## src/rtl/tw_pkg.sv

```systemverilog
package tw_pkg;
    localparam int ADDR_W = 7;
    localparam int WORD_W = 16;
    localparam int BYTE_W = 8;

    typedef enum logic [2:0] {
        S_IGNORE,
        S_ADDR,
        S_HOLD,
        S_PTR,
        S_WR,
        S_LOAD,
        S_RD
    } fsm_state_t;

    typedef enum logic [1:0] {
        SESS_NONE,
        SESS_WR,
        SESS_RD
    } session_t;
endpackage

```

## src/rtl/tw_sync.sv

```systemverilog
module tw_sync #(
    parameter int         W       = 3,
    parameter int         STAGES  = 2,
    parameter logic [W-1:0] RST_VAL = '1
) (
    input  logic         clk,
    input  logic         rst_n,
    input  logic [W-1:0] d_i,
    output logic [W-1:0] q_o
);
    logic [W-1:0] chain_q [STAGES];

    genvar g;
    generate
        for (g = 0; g < STAGES; g++) begin : g_stage
            if (g == 0) begin : g_first
                always_ff @(posedge clk or negedge rst_n) begin
                    if (!rst_n) chain_q[g] <= RST_VAL;
                    else        chain_q[g] <= d_i;
                end
            end else begin : g_next
                always_ff @(posedge clk or negedge rst_n) begin
                    if (!rst_n) chain_q[g] <= RST_VAL;
                    else        chain_q[g] <= chain_q[g-1];
                end
            end
        end
    endgenerate

    assign q_o = chain_q[STAGES-1];
endmodule

```

## src/rtl/tw_frame_fsm.sv

```systemverilog
module tw_frame_fsm
    import tw_pkg::*;
#(
    parameter logic [5:0] DEV_ID = 6'b000110
) (
    input  logic              clk,
    input  logic              rst_n,
    input  logic              sclk_s,
    input  logic              mode_s,
    input  logic              data_s,
    output logic              wr_en,
    output logic [ADDR_W-1:0] wr_addr,
    output logic [WORD_W-1:0] wr_data,
    output logic [ADDR_W-1:0] rd_addr,
    input  logic [WORD_W-1:0] rd_data,
    output logic              sdo,
    output logic              sdo_oe
);
    localparam int CW = $clog2(WORD_W);
    localparam logic [CW-1:0] LAST_BIT_BYTE = CW'(BYTE_W - 1);
    localparam logic [CW-1:0] LAST_BIT_WORD = CW'(WORD_W - 1);

    fsm_state_t        state_q, state_n;
    session_t          sess_q, sess_n;
    logic [CW-1:0]     cnt_q, cnt_n;
    logic [WORD_W-1:0] sh_q, sh_n, rdw_q, rdw_n;
    logic [ADDR_W-1:0] ptr_q, ptr_n;
    logic              sclk_q, mode_q;
    logic              bit_ev, m_fall, m_rise;
    logic [WORD_W-1:0] sh_in;
    logic [BYTE_W-1:0] byte_in;

    assign bit_ev  = sclk_s & ~sclk_q;
    assign m_fall  = mode_q & ~mode_s;
    assign m_rise  = ~mode_q & mode_s;
    assign sh_in   = {data_s, sh_q[WORD_W-1:1]};
    assign byte_in = sh_in[WORD_W-1 -: BYTE_W];

    // state register
    always_ff @(posedge clk or negedge rst_n) begin
        if (!rst_n) begin
            state_q <= S_IGNORE;
            sess_q  <= SESS_NONE;
            cnt_q   <= '0;
            sh_q    <= '0;
            rdw_q   <= '0;
            ptr_q   <= '0;
            sclk_q  <= 1'b1;
            mode_q  <= 1'b1;
        end else begin
            state_q <= state_n;
            sess_q  <= sess_n;
            cnt_q   <= cnt_n;
            sh_q    <= sh_n;
            rdw_q   <= rdw_n;
            ptr_q   <= ptr_n;
            sclk_q  <= sclk_s;
            mode_q  <= mode_s;
        end
    end

    // next state
    always_comb begin
        state_n = state_q;
        sess_n  = sess_q;
        cnt_n   = cnt_q;
        sh_n    = sh_q;
        rdw_n   = rdw_q;
        ptr_n   = ptr_q;
        if (m_fall) begin
            state_n = S_ADDR;
            sess_n  = SESS_NONE;
            cnt_n   = '0;
        end else if (m_rise) begin
            cnt_n = '0;
            if (state_q == S_HOLD && sess_q != SESS_NONE) begin
                state_n = S_PTR;
            end else begin
                state_n = S_IGNORE;
                sess_n  = SESS_NONE;
            end
        end else begin
            unique case (state_q)
                S_IGNORE, S_HOLD: ;
                S_ADDR: if (bit_ev) begin
                    sh_n  = sh_in;
                    cnt_n = cnt_q + 1'b1;
                    if (cnt_q == LAST_BIT_BYTE) begin
                        cnt_n   = '0;
                        state_n = S_HOLD;
                        if (byte_in[7:2] != DEV_ID)      sess_n = SESS_NONE;
                        else if (byte_in[1:0] == 2'b10)  sess_n = SESS_WR;
                        else if (byte_in[1:0] == 2'b11)  sess_n = SESS_RD;
                        else                             sess_n = SESS_NONE;
                    end
                end
                S_PTR: if (bit_ev) begin
                    sh_n  = sh_in;
                    cnt_n = cnt_q + 1'b1;
                    if (cnt_q == LAST_BIT_BYTE) begin
                        cnt_n = '0;
                        ptr_n = byte_in[7:1];
                        if (sess_q == SESS_RD) state_n = S_LOAD;
                        else if (byte_in[0])   state_n = S_IGNORE;
                        else                   state_n = S_WR;
                    end
                end
                S_WR: if (bit_ev) begin
                    sh_n  = sh_in;
                    cnt_n = cnt_q + 1'b1;
                end
                S_LOAD: begin
                    rdw_n   = rd_data;
                    cnt_n   = '0;
                    state_n = S_RD;
                end
                S_RD: if (bit_ev) begin
                    rdw_n = rdw_q >> 1;
                    cnt_n = cnt_q + 1'b1;
                    if (cnt_q == LAST_BIT_WORD) state_n = S_LOAD;
                end
                default: state_n = S_IGNORE;
            endcase
        end
    end

    // outputs
    always_comb begin
        wr_en   = (state_q == S_WR) && bit_ev && !m_fall && !m_rise &&
                  (cnt_q == LAST_BIT_WORD);
        wr_data = sh_in;
        wr_addr = ptr_q;
        rd_addr = ptr_q;
        sdo     = (state_q == S_RD) ? rdw_q[0] : 1'b0;
        sdo_oe  = (state_q == S_RD);
    end

    // only a read session may drive the line
    a_r3_oe_only_in_read: assert property (@(posedge clk) disable iff (!rst_n)
        sdo_oe |-> sess_q == SESS_RD);
    // commits happen only inside a write session
    a_r2_write_needs_session: assert property (@(posedge clk) disable iff (!rst_n)
        wr_en |-> sess_q == SESS_WR);
    // address collection only while the mode line is low
    a_r2_addr_in_addr_mode: assert property (@(posedge clk) disable iff (!rst_n)
        state_q == S_ADDR |-> !mode_q);
    // a falling mode line never leaves a commit pending
    a_r5_no_commit_after_fall: assert property (@(posedge clk) disable iff (!rst_n)
        m_fall |=> !wr_en);
endmodule

```

## src/rtl/tw_regfile.sv

```systemverilog
module tw_regfile
    import tw_pkg::*;
#(
    parameter logic [ADDR_W-1:0] CTRL_ADDR = 7'h00,
    parameter logic [ADDR_W-1:0] TONE_ADDR = 7'h01,
    parameter logic [ADDR_W-1:0] STAT_ADDR = 7'h10
) (
    input  logic              clk,
    input  logic              rst_n,
    input  logic              wr_en,
    input  logic [ADDR_W-1:0] wr_addr,
    input  logic [WORD_W-1:0] wr_data,
    input  logic [ADDR_W-1:0] rd_addr,
    output logic [WORD_W-1:0] rd_data,
    input  logic              pll_lock_i,
    input  logic              pcm_valid_i,
    input  logic              preemph_i,
    input  logic [1:0]        clk_acc_i,
    output logic              mute_q,
    output logic              mute_unlk_q,
    output logic              pll_rst_q,
    output logic [3:0]        bass_q,
    output logic [1:0]        deemph_q
);
    always_ff @(posedge clk or negedge rst_n) begin
        if (!rst_n) begin
            mute_q      <= 1'b1;
            mute_unlk_q <= 1'b1;
            pll_rst_q   <= 1'b0;
            bass_q      <= '0;
            deemph_q    <= '0;
        end else if (wr_en) begin
            if (wr_addr == CTRL_ADDR) begin
                mute_q      <= wr_data[0];
                mute_unlk_q <= wr_data[1];
                pll_rst_q   <= wr_data[2];
            end else if (wr_addr == TONE_ADDR) begin
                bass_q   <= wr_data[3:0];
                deemph_q <= wr_data[5:4];
            end
        end
    end

    always_comb begin
        rd_data = '0;
        if (rd_addr == CTRL_ADDR)      rd_data[2:0] = {pll_rst_q, mute_unlk_q, mute_q};
        else if (rd_addr == TONE_ADDR) rd_data[5:0] = {deemph_q, bass_q};
        else if (rd_addr == STAT_ADDR) rd_data[4:0] = {clk_acc_i, preemph_i, pcm_valid_i, pll_lock_i};
    end

    // settings move only on a commit strobe
    a_r6_hold_without_write: assert property (@(posedge clk) disable iff (!rst_n)
        !wr_en |=> $stable({mute_q, mute_unlk_q, pll_rst_q, bass_q, deemph_q}));
    // the start-up mute is released only by a host write
    a_r1_mute_cleared_by_write: assert property (@(posedge clk) disable iff (!rst_n)
        $fell(mute_q) |-> $past(wr_en));
endmodule

```

## src/rtl/tw_ctrl_slave.sv

```systemverilog
module tw_ctrl_slave
    import tw_pkg::*;
#(
    parameter logic [5:0]        DEV_ID      = 6'b000110,
    parameter logic [ADDR_W-1:0] CTRL_ADDR   = 7'h00,
    parameter logic [ADDR_W-1:0] TONE_ADDR   = 7'h01,
    parameter logic [ADDR_W-1:0] STAT_ADDR   = 7'h10,
    parameter int                SYNC_STAGES = 2
) (
    input  logic       clk,
    input  logic       rst_n,
    input  logic       sc_clk_i,
    input  logic       sc_mode_i,
    input  logic       sc_data_i,
    output logic       sc_data_o,
    output logic       sc_data_oe,
    input  logic       pll_lock_i,
    input  logic       pcm_valid_i,
    input  logic       preemph_i,
    input  logic [1:0] clk_acc_i,
    output logic       mute_o,
    output logic [1:0] deemph_o,
    output logic [3:0] bass_o,
    output logic       pll_rst_o
);
    logic [2:0]        pins_s;
    logic              wr_en;
    logic [ADDR_W-1:0] wr_addr, rd_addr;
    logic [WORD_W-1:0] wr_data, rd_data;
    logic              mute_q, mute_unlk_q;

    tw_sync #(.W(3), .STAGES(SYNC_STAGES), .RST_VAL(3'b111)) u_sync (
        .clk   (clk),
        .rst_n (rst_n),
        .d_i   ({sc_clk_i, sc_mode_i, sc_data_i}),
        .q_o   (pins_s)
    );

    tw_frame_fsm #(.DEV_ID(DEV_ID)) u_fsm (
        .clk     (clk),
        .rst_n   (rst_n),
        .sclk_s  (pins_s[2]),
        .mode_s  (pins_s[1]),
        .data_s  (pins_s[0]),
        .wr_en   (wr_en),
        .wr_addr (wr_addr),
        .wr_data (wr_data),
        .rd_addr (rd_addr),
        .rd_data (rd_data),
        .sdo     (sc_data_o),
        .sdo_oe  (sc_data_oe)
    );

    tw_regfile #(.CTRL_ADDR(CTRL_ADDR), .TONE_ADDR(TONE_ADDR), .STAT_ADDR(STAT_ADDR)) u_regs (
        .clk         (clk),
        .rst_n       (rst_n),
        .wr_en       (wr_en),
        .wr_addr     (wr_addr),
        .wr_data     (wr_data),
        .rd_addr     (rd_addr),
        .rd_data     (rd_data),
        .pll_lock_i  (pll_lock_i),
        .pcm_valid_i (pcm_valid_i),
        .preemph_i   (preemph_i),
        .clk_acc_i   (clk_acc_i),
        .mute_q      (mute_q),
        .mute_unlk_q (mute_unlk_q),
        .pll_rst_q   (pll_rst_o),
        .bass_q      (bass_o),
        .deemph_q    (deemph_o)
    );

    // unlock muting gated by its enable bit
    assign mute_o = mute_q | (mute_unlk_q & ~pll_lock_i);
endmodule

```

## config.mk

```make
export PLATFORM = sky130hd
export DESIGN_NAME = tw_ctrl_slave
export DESIGN_NICKNAME = d
export VERILOG_FILES = /design/src/rtl/tw_pkg.sv /design/src/rtl/tw_sync.sv /design/src/rtl/tw_frame_fsm.sv /design/src/rtl/tw_regfile.sv /design/src/rtl/tw_ctrl_slave.sv
export SDC_FILE = /design/constraint.sdc
export NUM_CORES = 1
export LEC_CHECK = 0
export BUFFER_PORTS_ARGS = -buffer_cell sky130_fd_sc_hd__buf_2
export CAP_MARGIN = 20
export CELL_PAD_IN_SITES_DETAIL_PLACEMENT = 0
export CELL_PAD_IN_SITES_GLOBAL_PLACEMENT = 1
export CORE_ASPECT_RATIO = 1.25
export CORE_MARGIN = 5
export CORE_UTILIZATION = 25
export CTS_BUF_LIST = sky130_fd_sc_hd__clkbuf_4 sky130_fd_sc_hd__clkbuf_8
export CTS_CLUSTER_DIAMETER = 120
export DETAILED_ROUTE_END_ITERATION = 12
export GPL_TIMING_DRIVEN = 0
export PLACE_DENSITY_LB_ADDON = 0.1
export SYNTH_ARGS = -nofsm -noshare
export SYNTH_HDL_FRONTEND = slang
export SYNTH_HIERARCHICAL = 1
export SYNTH_SLANG_ARGS = --single-unit
export TNS_END_PERCENT = 100
```

## constraint.sdc

```tcl
create_clock -name clk -period 4.15 [get_ports clk]
set_input_delay 0.6225 -clock clk [delete_from_list [all_inputs] [get_ports clk]]
set_output_delay 0.6225 -clock clk [all_outputs]
set_load 0.03 [all_outputs]
```

==> flow_metrics.py <==
metrics = {
    "drt": {
        "drc": 0,
        "dr.pass1.iters": 4,
        "vias_per_cell": 4.25,
        "drt_iter0_drc": 40,
        "routed.top_layer": "met4",
        "wl_met1_um": 3360,
        "wl_per_cell_um": 14.1,
        "wl_met2_um": 3480,
        "wirelength_um": 7120,
        "ant_nets": 0,
        "num_vias": 2144,
        "wl_met3_um": 148,
    },
    "cells_and_area": {
        "layout-drive-gt1-share": 0.372,
        "diodes": 0,
        "fillerInstances": 1419,
        "multi_input_area_sq_um": 1550,
        "finalNonFillerCells": 504,
        "fin_nets": 345,
        "areaGrowthSynthToFinish_pct": 16.9,
        "final-seq-area_sq_um": 1610,
    },
    "sta": {
        "hold_viol": 0,
        "tightest_slew_ns": 0.835,
        "final-setup-viol-count": 0,
        "max_freq_ghz": 0.402,
        "maxSlewViolCount": 0,
        "relSlewSlack": 0.444,
        "worst_slack_ns": 1.66,
        "hold_slack_ns": 0.356,
        "tns_ns": 0,
        "fin_crit_sh": 0.600,
        "rsz0062_at_grt": "false",
        "min_period_ns": 2.49,
        "skew_ns": 0.0137,
    },
    "placement": {
        "placement.io_buffers": 19,
        "placed_cells": 488,
        "dp_hpwl_um": 5100,
        "place.gp.congestion": 0.757,
        "place_ws_ns": 1.64,
    },
    "die": {
        "rows": 47,
        "core_area_sq_um": 13300,
        "die_w_um": 114,
        "dieHeight_um": 140,
        "dieArea_sq_um": 16000,
        "ioPinCount": 20,
        "start_util": 0.256,
    },
    "global_route": {
        "antenna_found_initial": 0,
        "grt_pass1_vias": 2275,
        "grt_usage": 0.0966,
        "grt.overflow.total": 0,
        "grt_pass1_wl_um": 12200,
        "grt_start_max_net_pins": 65,
    },
    "worst_setup_path": {
        "crit_path_frequent_cell": "buf_4",
        "reg2reg_depth": 7,
        "cp-startpoint": "u_fsm/state_q[0]",
        "crit_chain": "buf_4 -> nand3b_4 -> buf_8 -> buf_4 -> inv_1 -> and2_1 -> buf_2",
        "cp_data_arrival_time_ns": 1.87,
        "startpoint_type": "flop",
        "regToRegStartpoint": "u_fsm/mode_q",
        "max_stage_delay_ns": 0.36,
        "r2r_slack_ns": 1.71,
        "reg2reg_to": "u_regs/deemph_q[0]",
        "worstSetupEndpoint": "sc_data_o",
        "cp_max_fo": 10,
        "timing.critical_path.to_type": "primary output",
        "path_class": "reg -> out",
        "worst_ep_required_time_ns": 3.53,
        "crit_path_top_delay_cell": "dfrtp_1",
    },
    "cts": {
        "tritoncts": "built",
        "cts_buffer_depth": 2,
        "clk_pin_slew_worst_paths_ns": 0.06,
        "cts_buffers": 9,
        "hold_buffers": 0,
        "clkSinkCount": 64,
        "cts_resized": 0,
        "ctsHtreeMaxLevel": 3,
        "clk_latency_ns": 0.34,
        "clock-root-buffer": "clkbuf_8",
        "cts_setup_buffers": 0,
    },
    "synth": {
        "syn_inst": 289,
        "yosysWarningCount": 6,
        "syn_area_sq_um": 3400,
        "syn_avg_cell_area_sq_um": 11.8,
    },
    "status": {
        "outcome": "completed",
    },
    "run": {
        "max_cap_violations": 0,
    },
    "min_path": {
        "hp-class": "reg -> reg",
        "whs_path_depth": 0,
    },
    "power": {
        "peakVddDrop_v": 0.000168,
        "power.density_nw_per_um2": 427,
        "power.leakage_nw": 2.04,
    },
}
[flip-flops by register name, indices dropped and copies added, names as in the netlist]
register	count
u_fsm/rdw_q	16
u_fsm/sh_q	15
u_fsm/rd_addr	7
u_fsm/cnt_q	4
u_regs/bass_q	4
u_fsm/state_q	3
u_sync/chain_q	3
u_sync/q_o	3
u_fsm/sess_q	2
u_regs/deemph_q	2
u_fsm/mode_q	1
u_fsm/sclk_q	1
u_regs/mute_q	1
u_regs/mute_unlk_q	1
u_regs/pll_rst_q	1
[worst min-delay path by stage]
stage / end / from / slack [ns]
finish: u_sync/q_o[1] / u_sync/chain_q[4] / 0.36
global route: u_sync/chain_q[5] / sc_clk_i / 0.35
CTS: u_sync/chain_q[5] / sc_clk_i / 0.35
detailed placement: u_sync/q_o[1] / u_sync/chain_q[4] / 0.35
global placement: u_sync/q_o[1] / u_sync/chain_q[4] / 0.35
floorplan: u_fsm/cnt_q[0] / rst_n / 0.33
[where the power goes]
part	leakage [nW]	switching, W	internal [W]
clock network	0.114	0.000248	0.000371
registers	0.777	0.0000730	0.000730
logic	1.15	0.000138	0.000138
[placed cells by master (no fill, tap or decap), types with 3 or more instances in the layout]
cell type / n
conb_1: 10
clkbuf_8: 10
or2_2: 3
mux2i_1: 19
a21oi_1: 7
buf_2: 18
mux2_1: 4
inv_1: 6
dfstp_2: 10
mux2_4: 10
buf_6: 4
nand4_1: 4
buf_4: 24
nor3b_1: 3
mux2_2: 21
clkbuf_1: 3
dfrtp_1: 54
o21ai_1: 6
ha_1: 7
o21ai_0: 15
nor2_1: 9
a21o_1: 3
nor2b_1: 6
nand2_1: 30
[per-layer routing]
| layer | global-route usage | vias up |
|---|---|---|
| met5 | 0 | - |
| met4 | 0.0400 | 0 |
| met3 | 0.0224 | 8 |
| met2 | 0.156 | 28 |
| met1 | 0.124 | 1049 |
| li1 | - | 1059 |
[metrics by stage]
step                 util  instance area, sq um  total power, W
floorplan               -                  3430         0.00101
global placement    0.282                  3740         0.00109
detailed placement  0.282                  3740         0.00110
CTS                 0.299                  3970         0.00174
global route        0.299                  3970         0.00181
finish              0.299                  3970         0.00170
[cell type report]
type / count / share of cell area
clock inverters: 4 / 0.0192
repair buffers: 19 / 0.0246
multi-input cells: 195 / 0.389
plain buffers: 31 / 0.0614
well taps: 171 / 0.0538
clock buffers: 12 / 0.0384
inverters: 8 / 0.00756
flip-flops and latches: 64 / 0.406
[worst max-delay path: cells and delay by family, from the launching register on]
family / cells / cell delay, ns
and+or+nand+nor: 2 / 0.33
DFF: 1 / 0.36
buffers and inverters: 5 / 0.84
(Power assumes the default switching activity.)
